--- src/rtl/sdiv_pkg.sv ---
package sdiv_pkg;

    typedef enum logic {
        ST_IDLE = 1'b0,
        ST_RUN  = 1'b1
    } div_state_e;

    // {divisor_negative, dividend_negative}
    typedef enum logic [1:0] {
        SC_BOTH_POS = 2'b00,
        SC_DVD_NEG  = 2'b01,
        SC_DVR_NEG  = 2'b10,
        SC_BOTH_NEG = 2'b11
    } sign_case_e;

    localparam int COST_BASE      = 8;
    localparam int COST_NEG_DVD   = 2;
    localparam int COST_EARLY_OVF = 4;
    localparam int COST_SUB       = 6;
    localparam int COST_NOSUB     = 8;
    localparam int COST_LAST      = 4;
    localparam int COST_FIX_PP    = 14;
    localparam int COST_FIX_DVR   = 16;
    localparam int COST_FIX_DVD   = 18;

    function automatic sign_case_e classify(input logic dvr_neg, input logic dvd_neg);
        return sign_case_e'({dvr_neg, dvd_neg});
    endfunction

    function automatic int fix_cost(input sign_case_e sc);
        case (sc)
            SC_BOTH_POS: return COST_FIX_PP;
            SC_DVD_NEG:  return COST_FIX_DVD;
            default:     return COST_FIX_DVR;
        endcase
    endfunction

endpackage

--- src/rtl/sdiv_prep.sv ---
module sdiv_prep import sdiv_pkg::*; #(
    parameter int DVR_W = 16,
    parameter int CYC_W = 8,
    localparam int DVD_W = 2 * DVR_W
) (
    input  logic [DVD_W-1:0] dividend,
    input  logic [DVR_W-1:0] divisor,
    output logic [DVD_W-1:0] dvd_mag,
    output logic [DVD_W-1:0] dsh_mag,
    output logic             dvd_neg,
    output logic             dvr_neg,
    output logic             dvr_zero,
    output logic             early_ovf,
    output logic [CYC_W-1:0] base_cost
);
    logic [DVD_W-1:0] dsh_raw;

    always_comb begin
        dvd_neg   = dividend[DVD_W-1];
        dvr_neg   = divisor[DVR_W-1];
        dvd_mag   = dvd_neg ? (~dividend + 1'b1) : dividend;
        dsh_raw   = {divisor, {DVR_W{1'b0}}};
        dsh_mag   = dvr_neg ? (~dsh_raw + 1'b1) : dsh_raw;
        dvr_zero  = (divisor == '0);
        early_ovf = (dsh_mag <= dvd_mag);
        base_cost = CYC_W'(COST_BASE) + (dvd_neg ? CYC_W'(COST_NEG_DVD) : CYC_W'(0));
    end
endmodule

--- src/rtl/sdiv_step.sv ---
module sdiv_step #(
    parameter int DVR_W = 16,
    localparam int DVD_W = 2 * DVR_W
) (
    input  logic [DVD_W-1:0] rem_in,
    input  logic [DVD_W-1:0] dsh,
    input  logic [DVR_W-1:0] q_in,
    output logic [DVD_W-1:0] rem_out,
    output logic [DVR_W-1:0] q_out,
    output logic             take
);
    logic [DVD_W-1:0] shifted;

    always_comb begin
        shifted = {rem_in[DVD_W-2:0], 1'b0};
        take    = (shifted >= dsh);
        rem_out = take ? (shifted - dsh) : shifted;
        q_out   = {q_in[DVR_W-2:0], take};
    end
endmodule

--- src/rtl/sdiv_fixup.sv ---
module sdiv_fixup import sdiv_pkg::*; #(
    parameter int DVR_W = 16,
    parameter int CYC_W = 8,
    localparam int DVD_W = 2 * DVR_W
) (
    input  logic [DVD_W-1:0] rem_mag,
    input  logic [DVR_W-1:0] q_mag,
    input  logic             dvd_neg,
    input  logic             dvr_neg,
    output logic [DVD_W-1:0] packed_res,
    output logic             ovf,
    output logic             neg,
    output logic             zero,
    output logic [CYC_W-1:0] cost
);
    sign_case_e       sc;
    logic [DVR_W-1:0] q_inv;
    logic [DVR_W-1:0] q_fin;
    logic [DVD_W-1:0] rem_inv;
    logic [DVD_W-1:0] rem_fin;
    logic             inv_bad;

    always_comb begin
        sc      = classify(dvr_neg, dvd_neg);
        q_inv   = ~q_mag + 1'b1;
        rem_inv = ~rem_mag + 1'b1;
        inv_bad = (q_inv != '0) && !q_inv[DVR_W-1];
        q_fin   = q_mag;
        rem_fin = rem_mag;
        ovf     = 1'b0;
        case (sc)
            SC_BOTH_POS: begin
                ovf = q_mag[DVR_W-1];
            end
            SC_DVR_NEG: begin
                q_fin = q_inv;
                ovf   = inv_bad;
            end
            SC_BOTH_NEG: begin
                ovf     = q_mag[DVR_W-1];
                rem_fin = rem_inv;
            end
            default: begin
                q_fin   = q_inv;
                ovf     = inv_bad;
                rem_fin = rem_inv;
            end
        endcase
        cost       = CYC_W'(fix_cost(sc));
        packed_res = rem_fin | {{DVR_W{1'b0}}, q_fin};
        neg        = ovf | q_fin[DVR_W-1];
        zero       = !ovf && (q_fin == '0);
    end
endmodule

--- src/rtl/sdiv_seq_top.sv ---
module sdiv_seq_top import sdiv_pkg::*; #(
    parameter int DVR_W = 16,
    parameter int DIV_W = 4,
    localparam int DVD_W = 2 * DVR_W,
    localparam int CYC_W = $clog2(32 + 8 * DVR_W + 1),
    localparam int OUT_W = CYC_W + DIV_W
) (
    input  logic             clk,
    input  logic             rst,
    input  logic             start,
    input  logic [DVD_W-1:0] dividend,
    input  logic [DVR_W-1:0] divisor,
    input  logic [DIV_W-1:0] clk_div,
    output logic             done,
    output logic             wr_en,
    output logic             div_zero,
    output logic             flag_n,
    output logic             flag_z,
    output logic             flag_v,
    output logic [DVD_W-1:0] result,
    output logic [OUT_W-1:0] cycles
);
    localparam int STEP_W = $clog2(DVR_W);

    div_state_e        state_q;
    logic [DVD_W-1:0]  rem_q;
    logic [DVD_W-1:0]  dsh_q;
    logic [DVR_W-1:0]  q_q;
    logic [STEP_W-1:0] step_q;
    logic [CYC_W-1:0]  cyc_q;
    logic [DIV_W-1:0]  div_q;
    logic              dvd_neg_q;
    logic              dvr_neg_q;
    logic              running;

    logic [DVD_W-1:0]  p_dvd_mag, p_dsh_mag;
    logic              p_dvd_neg, p_dvr_neg, p_zero, p_early;
    logic [CYC_W-1:0]  p_base;

    logic [DVD_W-1:0]  s_rem;
    logic [DVR_W-1:0]  s_q;
    logic              s_take;

    logic [DVD_W-1:0]  f_res;
    logic              f_ovf, f_n, f_z;
    logic [CYC_W-1:0]  f_cost;

    logic              last_step;
    logic [CYC_W-1:0]  step_cost;
    logic [CYC_W-1:0]  cyc_nx;
    logic [CYC_W-1:0]  cyc_total;
    logic [OUT_W-1:0]  scaled_run, scaled_zero, scaled_early;

    sdiv_prep #(.DVR_W(DVR_W), .CYC_W(CYC_W)) prep_i (
        .dividend  (dividend),
        .divisor   (divisor),
        .dvd_mag   (p_dvd_mag),
        .dsh_mag   (p_dsh_mag),
        .dvd_neg   (p_dvd_neg),
        .dvr_neg   (p_dvr_neg),
        .dvr_zero  (p_zero),
        .early_ovf (p_early),
        .base_cost (p_base)
    );

    sdiv_step #(.DVR_W(DVR_W)) step_i (
        .rem_in  (rem_q),
        .dsh     (dsh_q),
        .q_in    (q_q),
        .rem_out (s_rem),
        .q_out   (s_q),
        .take    (s_take)
    );

    sdiv_fixup #(.DVR_W(DVR_W), .CYC_W(CYC_W)) fix_i (
        .rem_mag    (s_rem),
        .q_mag      (s_q),
        .dvd_neg    (dvd_neg_q),
        .dvr_neg    (dvr_neg_q),
        .packed_res (f_res),
        .ovf        (f_ovf),
        .neg        (f_n),
        .zero       (f_z),
        .cost       (f_cost)
    );

    always_comb begin
        running      = (state_q == ST_RUN);
        last_step    = (step_q == STEP_W'(DVR_W - 1));
        step_cost    = last_step ? CYC_W'(COST_LAST)
                     : (s_take ? CYC_W'(COST_SUB) : CYC_W'(COST_NOSUB));
        cyc_nx       = cyc_q + step_cost;
        cyc_total    = cyc_nx + f_cost;
        scaled_run   = OUT_W'(cyc_total) * OUT_W'(div_q);
        scaled_zero  = OUT_W'(COST_BASE) * OUT_W'(clk_div);
        scaled_early = OUT_W'(p_base + CYC_W'(COST_EARLY_OVF)) * OUT_W'(clk_div);
    end

    always_ff @(posedge clk) begin
        if (rst) begin
            state_q   <= ST_IDLE;
            rem_q     <= '0;
            dsh_q     <= '0;
            q_q       <= '0;
            step_q    <= '0;
            cyc_q     <= '0;
            div_q     <= '0;
            dvd_neg_q <= 1'b0;
            dvr_neg_q <= 1'b0;
            done      <= 1'b0;
            wr_en     <= 1'b0;
            div_zero  <= 1'b0;
            flag_n    <= 1'b0;
            flag_z    <= 1'b0;
            flag_v    <= 1'b0;
            result    <= '0;
            cycles    <= '0;
        end else begin
            done  <= 1'b0;
            wr_en <= 1'b0;
            case (state_q)
                ST_IDLE: begin
                    if (start) begin
                        rem_q     <= p_dvd_mag;
                        dsh_q     <= p_dsh_mag;
                        q_q       <= '0;
                        step_q    <= '0;
                        cyc_q     <= p_base;
                        div_q     <= clk_div;
                        dvd_neg_q <= p_dvd_neg;
                        dvr_neg_q <= p_dvr_neg;
                        if (p_zero) begin
                            done     <= 1'b1;
                            div_zero <= 1'b1;
                            flag_n   <= 1'b0;
                            flag_z   <= 1'b0;
                            flag_v   <= 1'b0;
                            cycles   <= scaled_zero;
                        end else if (p_early) begin
                            done     <= 1'b1;
                            div_zero <= 1'b0;
                            flag_n   <= 1'b1;
                            flag_z   <= 1'b0;
                            flag_v   <= 1'b1;
                            cycles   <= scaled_early;
                        end else begin
                            state_q  <= ST_RUN;
                        end
                    end
                end
                default: begin
                    rem_q  <= s_rem;
                    q_q    <= s_q;
                    cyc_q  <= cyc_nx;
                    step_q <= step_q + 1'b1;
                    if (last_step) begin
                        state_q  <= ST_IDLE;
                        done     <= 1'b1;
                        div_zero <= 1'b0;
                        wr_en    <= !f_ovf;
                        flag_n   <= f_n;
                        flag_z   <= f_z;
                        flag_v   <= f_ovf;
                        cycles   <= scaled_run;
                        if (!f_ovf) begin
                            result <= f_res;
                        end
                    end
                end
            endcase
        end
    end
endmodule

--- config.mk ---
export PLATFORM = sky130hd
export DESIGN_NAME = sdiv_seq_top
export DESIGN_NICKNAME = d
export VERILOG_FILES = /design/src/rtl/sdiv_pkg.sv /design/src/rtl/sdiv_prep.sv /design/src/rtl/sdiv_step.sv /design/src/rtl/sdiv_fixup.sv /design/src/rtl/sdiv_seq_top.sv
export SDC_FILE = /design/constraint.sdc
export NUM_CORES = 1
export LEC_CHECK = 0
export BUFFER_PORTS_ARGS = -buffer_cell sky130_fd_sc_hd__buf_2
export CAP_MARGIN = 20
export CORE_MARGIN = 4
export CORE_UTILIZATION = 40
export CTS_CLUSTER_DIAMETER = 30
export DETAILED_ROUTE_END_ITERATION = 16
export PLACE_DENSITY = 0.58
export SKIP_CTS_REPAIR_TIMING = 1
export SYNTH_ARGS = -nofsm -noshare
export SYNTH_HDL_FRONTEND = slang
export SYNTH_SLANG_ARGS = --single-unit
--- constraint.sdc ---
create_clock -name clk -period 9.05 [get_ports clk]
set_input_delay 1.3575 -clock clk [delete_from_list [all_inputs] [get_ports clk]]
set_output_delay 1.3575 -clock clk [all_outputs]
set_load 0.1 [all_outputs]
### Word-level counts from Yosys, hierarchy flattened

Cells that the tools add are included.

* flip-flop bits (word level): 147
* input bits: 55
* output and inout bits: 50

* add/sub/neg operators: 10
* multiply operators: 2
* magnitude comparators: 2
* equal/unequal tests: 5
* mux-type cells: 49
* bitwise logic cells: 9
* reductions and logical operators: 16

Operator list (number)
* 32-bit 2-to-1 mux: 4
* 32-bit by 1-bit adder with 32-bit output (second input constant): 3
* 32-bit inverter: 3
* 31-bit 2-to-1 mux: 2
* 12-bit 2-to-1 mux: 5
* 32-bit greater-or-equal comparator: 1
* 32-bit less-or-equal comparator: 1
* 16-bit logical NOT: 2
* 32-bit by 16-bit OR with 32-bit output: 1
* 32-bit subtractor: 1
* 15-bit 2-to-1 mux: 2
* 1-bit 2-to-1 mux: 27
* 16-bit by 1-bit adder with 16-bit output (second input constant): 1
* 16-bit 2-to-1 mux: 1
* 4-bit 2-to-1 mux: 4
* 8-bit 2-to-1 mux: 2
* 16-bit inverter: 1
* 16-bit nonzero test: 1
* 8-bit by 4-bit multiplier with 12-bit output: 1
* 9-bit by 4-bit multiplier with 12-bit output: 1
* 5-bit one-hot mux with 2 select lines: 1
* 8-bit by 3-bit adder with 9-bit output (second input constant): 1
* 5-bit by 8-bit adder with 8-bit output (first input constant): 1
* 8-bit by 4-bit adder with 8-bit output: 1
* other kinds (18): 25

### Longest topological paths before layout

* depth in word-level cells: 10
* gate-level depth with buffers: 36
* mapped depth without buffers: 32

### Modules after synthesis

A second synthesis with hierarchy kept.

* cell total of the unflattened synthesis: 1936
* area total of the unflattened synthesis: 14149.8 µm²

Modules (own cells, without submodules)
* sdiv_seq_top: times used 1, cells an instance 1022, area each 8227.9 µm², seq. area each 2982.9 µm²
* sdiv_step: times used 1, cells an instance 385, area each 2416.1 µm², seq. area each 0.0 µm²
* sdiv_prep: times used 1, cells an instance 272, area each 1874.3 µm², seq. area each 0.0 µm²
* sdiv_fixup: times used 1, cells an instance 257, area each 1631.6 µm², seq. area each 0.0 µm²

### Worst setup path after synthesis

OpenSTA, ideal clock, no wires.

* kind: reg-to-reg
* start point: reg rem_q[25]
* end point: reg cycles[11]
* library setup time: 0.117 ns
* arrival: 6.701 ns
* setup slack: 2.231 ns
* cell stages (with the launch flop): 36
* path buffers: 4
* period minus slack after synthesis: 6.819 ns
* cell sequence: dfxtp_1 -> ha_1 -> buf_4 -> and4_4 -> nor2b_1 -> a32o_1 -> or3_1 -> buf_2 -> inv_2 -> clkbuf_1 -> buf_1 -> nor2_1 -> ha_1 -> inv_1 -> fa_1 -> inv_1 -> ha_1 -> a21o_1 -> a21oi_1 -> inv_1 -> a21oi_1 -> nor2_1 -> xnor2_1 -> and2_1 -> fa_1 -> inv_1 -> fa_1 -> inv_1 -> ha_1 -> inv_1 -> o21bai_1 -> a21oi_1 -> o21bai_1 -> a21oi_1 -> xnor2_1 -> a32o_1

* longest elaborated chain between the ends: 8

Ends and longest elaborated chain
* start: declaration: RTL line sdiv_seq_top.sv:26 `logic [DVD_W-1:0] rem_q;`
* start signal: assignment: RTL line sdiv_seq_top.sv:124 `rem_q <= p_dvd_mag;`
* start signal: assignment: RTL line sdiv_seq_top.sv:152 `rem_q <= s_rem;`
* 32-bit greater-or-equal comparator: RTL line sdiv_step.sv:16 `take = (shifted >= dsh);`
* 4-bit 2-to-1 mux: RTL line sdiv_seq_top.sv:91 `: (s_take ? CYC_W'(COST_SUB) : CYC_W'(COST_NOSUB));`
* 4-bit 2-to-1 mux: RTL line sdiv_seq_top.sv:90 `step_cost = last_step ? CYC_W'(COST_LAST)`
* 8-bit by 4-bit adder with 8-bit output: RTL line sdiv_seq_top.sv:92 `cyc_nx = cyc_q + step_cost;`
* 8-bit adder: RTL line sdiv_seq_top.sv:93 `cyc_total = cyc_nx + f_cost;`
* 8-bit by 4-bit multiplier with 12-bit output: RTL line sdiv_seq_top.sv:94 `scaled_run = OUT_W'(cyc_total) * OUT_W'(div_q);`
* 12-bit 2-to-1 mux: RTL line sdiv_seq_top.sv:156 `if (last_step) begin`
* 12-bit 2-to-1 mux: RTL line sdiv_seq_top.sv:121 `case (state_q)`
* end signal: assignment: RTL line sdiv_seq_top.sv:138 `cycles <= scaled_zero;`
* end signal: assignment: RTL line sdiv_seq_top.sv:145 `cycles <= scaled_early;`
* end signal: assignment: RTL line sdiv_seq_top.sv:164 `cycles <= scaled_run;`
* end: declaration: RTL line sdiv_seq_top.sv:21 `output logic [OUT_W-1:0] cycles`

Every way passes these cells. The select of a mux whose other input is x is not followed.
A chain may end at the register's enable or synchronous reset.

### Worst setup path after layout

* start point: reg rem_q[17]
* end point: reg cycles[11]

Same word-level chain as after synthesis.

==> impl_metrics.csv <==
group,metric,value,unit
synthesis,syn_area,10400,sq um
drt,vias_per_cell,5.50,
clock_network,clk_latency,0.44,ns
finish,nFillCells,2525,
synthesis,synth_area_per_cell,7.62,sq um
timing,fin_crit_sh,0.782,
global_route,grt_remaining_overflow,0,
pwr,leakagePower,5.00,nW
drt,drc,0,
placement,post_dp_cell_area,11100,sq um
clock_network,cts_root_buf,"clkbuf_16",
timing,final.setup.tns,0,ns
timing,hold_violations,0,
timing,skew,0.0156,ns
synthesis,synth-edff-count,0,
timing,tightest_slew,1.00,ns
clock_network,clk_pin_slew,0.06,ns
global_route,antenna_found_initial,0,
floorplan,fp.dieH,169,um
synthesis,synth.area.top_cells,"dfxtp_1, ha_1, nor2_1",
synthesis,ys_seq_area_frac,0.251,
drt,dr.first_iter.drc_count,513,
synthesis,yosys_warnings,0,
run_status,status,"complete, no violations",
drt,first_pass_iters,5,
synthesis,synth_simple_gate_area_frac,0.233,
clock_network,clock-sinks,130,
placement,portBuffers,104,
clock_network,h-tree-depth,4,
global_route,grt_max_degree,70,
placement,place_inst,1724,
timing,maxSlewHeadroom,0.328,
synthesis,netlist_top_cells_count,"nor2_1, dfxtp_1, a21oi_1, nand2_1, ha_1",
setup_path,critPathArrivalTime,7.42,ns
finish,diodes,0,
synthesis,synth_fa_ha_area_frac,0.117,
setup_path,rr_endpoint,"cycles[11]$_SDFFE_PP0P_",
synthesis,syn_nets,1505,
timing,period_needed,7.08,ns
synthesis,synth_top_family_by_area,"simple AND/OR/NAND/NOR gates",
floorplan,num_rows,58,
synthesis,muxShareOfSynthArea,0.0395,
global_route,grt_pass1_vias,9033,
synthesis,synth-xor-area-share,0.101,
setup_path,crit_slowest_cell,"fa_1",
floorplan,initial_core_util,0.410,
drt,wl_per_cell,16.4,um
finish,final_core_util,0.461,
setup_path,critical_path_class,"register to register",
placement,dp_hpwl,21800,um
run,max-cap-violations,0,
setup_path,rr_worst_depth,31,
finish,stdcell_count,1757,
floorplan,core_area,25300,sq um
clock_network,cts_tree,"yes",
min_path,worstHoldEndpoint,"cycles[6]$_SDFFE_PP0P_",
finish,fin_nets,1557,
drt,finalWirelength,28800,um
pwr,peakVddDrop,0.148,mV
synthesis,synthMostInstantiatedCell,"nor2_1",
timing,rsz0062_at_grt,"no",
synthesis,synthFlopType,"dfxtp_1",
min_path,min_path_type,"register to register",
finish,multi_input_area,7170,sq um
finish,regArea,2600,sq um
finish,fin_area,11700,sq um
clock_network,ctsLongestPathBuffers,2,
clock_network,cts_buffers,17,
floorplan,die_area,28600,sq um
placement,routabilityCongestion,0.880,
pwr,power_density,211,nW/um^2
min_path,whs_path_depth,2,
timing,finalSetupViolCount,0,
setup_path,start_kind,"register",
synthesis,synthesis.instances,1362,
min_path,hp-start,"cycles[6]$_SDFFE_PP0P_",
finish,area_growth,12.3,%
setup_path,path_max_fanout,26,
drt,ant_nets,0,
setup_path,crit_required,9.39,ns
floorplan,ios,105,
setup_path,reg2reg_from,"rem_q[17]$_SDFFE_PP0P_",
global_route,track_usage,0.201,
synthesis,ys_ff_latch,130,
synthesis,synth_top_area_share,0.251,
timing,slew_violations,0,
synthesis,synth_top_cell_by_area,"dfxtp_1",
synthesis,async_flop_share,0,
global_route,grt_pass1_wl,47000,um
floorplan,die_w,169,um
timing,clock.fmax,0.141,GHz
synthesis,ys_types,67,
drt,vias,9660,
finish,drive_above_1_share,0.116,
setup_path,cp-end-kind,"register",
setup_path,reg2reg_slack,1.97,ns
synthesis,synth_compound_area_frac,0.199,
pwr,power,2.47,mW
setup_path,cpPeakStageDelay,0.53,ns
-- through the flow --
| stage | hold WS (ns) | setup slack (ns) |
|---|---|---|
| 2_1_floorplan | 0.436 | 2.23 |
| 3_3_place_gp | 0.439 | 1.94 |
| 3_5_place_dp | 0.447 | 1.84 |
| 4_1_cts | 0.456 | 1.94 |
| 5_1_grt | 0.470 | 1.38 |
| 6_report | 0.454 | 1.97 |
-- per-layer routing --
| layer | part of all wire | vias up | wire length, um | GRT usage |
|---|---|---|---|---|
| met5 | 0 | - | 0 | 0 |
| met4 | 0.023 | 0 | 673 | 0.0679 |
| met3 | 0.051 | 41 | 1460 | 0.0276 |
| met2 | 0.44 | 239 | 12700 | 0.318 |
| met1 | 0.48 | 4496 | 13900 | 0.284 |
| li1 | - | 4884 | - | - |
-- worst max-delay path by stage --
stage / startpoint / endpoint / slack [ns] / cells after the start
3_5_place_dp: dividend[7] / flag_v$_SDFFE_PP0P_ / 1.84 / 18
4_1_cts: rem_q[17]$_SDFFE_PP0P_ / cycles[11]$_SDFFE_PP0P_ / 1.94 / 31
6_report: rem_q[17]$_SDFFE_PP0P_ / cycles[11]$_SDFFE_PP0P_ / 1.97 / 31
5_1_grt: dsh_q[25]$_SDFFE_PP0P_ / cycles[11]$_SDFFE_PP0P_ / 1.38 / 33
3_3_place_gp: dividend[7] / flag_v$_SDFFE_PP0P_ / 1.94 / 18
2_1_floorplan: rem_q[25]$_SDFFE_PP0P_ / cycles[11]$_SDFFE_PP0P_ / 2.23 / 35
-- kinds of logic (layout without fill, tap and decap cells) --
family,Yosys count,after routing
simple gates,507,507
other cells,2,2
fa+ha+maj,88,88
xor+xnor,120,120
mux,41,41
buf+inv,154,219
flops,130,130
compound gates,320,320
-- report_power, final --
| part | switching [mW] | internal [mW] | leakage (nW) |
|---|---|---|---|
| clock network | 0.301 | 0.414 | 0.297 |
| registers | 0.0417 | 0.611 | 1.06 |
| logic | 0.686 | 0.412 | 3.64 |
| total | 1.03 | 1.44 | 5.00 |
-- sequential cells by signal (all words and copies together) (netlist names) --
register,flops
result,32
rem_q,31
dsh_q,16
q_q,15
cycles,12
cyc_q,7
div_q,4
step_q,4
div_zero,1
done,1
dvd_neg_q,1
dvr_neg_q,1
flag_n,1
flag_v,1
flag_z,1
running,1
wr_en,1
-- worst max-delay path, delay by kind of cell (launching register included) --
family | cells | cell delay [ns]
AOI/OAI and AO/OA | 7 | 1.07
xor gates and xnor gates | 2 | 0.36
adders and majority gates | 7 | 2.78
buffers and inverters | 6 | 0.88
DFF | 1 | 0.35
and+or+nand+nor | 9 | 1.51
-- cell usage in the layout (no fill, tap or decap), types with 41 or more instances in the layout --
| cell type | instances |
|---|---|
| a211oi_1 | 43 |
| mux2i_1 | 41 |
| buf_2 | 103 |
| a21oi_1 | 113 |
| dfxtp_1 | 129 |
| xor2_1 | 59 |
| nor3_1 | 46 |
| nand2_1 | 97 |
| ha_1 | 73 |
| xnor2_1 | 61 |
| nor2_1 | 200 |
| o21ai_0 | 46 |
| inv_1 | 71 |
-- final cells by class --
| cell class | count | area share |
|---|---|---|
| flip-flops and latches | 130 | 0.223 |
| repair buffers | 114 | 0.0519 |
| clock inverters | 15 | 0.0147 |
| inverters | 73 | 0.0235 |
| multi-input cells | 1078 | 0.615 |
| well taps | 330 | 0.0354 |
| clock buffers | 17 | 0.0365 |
Note: power is estimated with default switching activity, not from simulation.
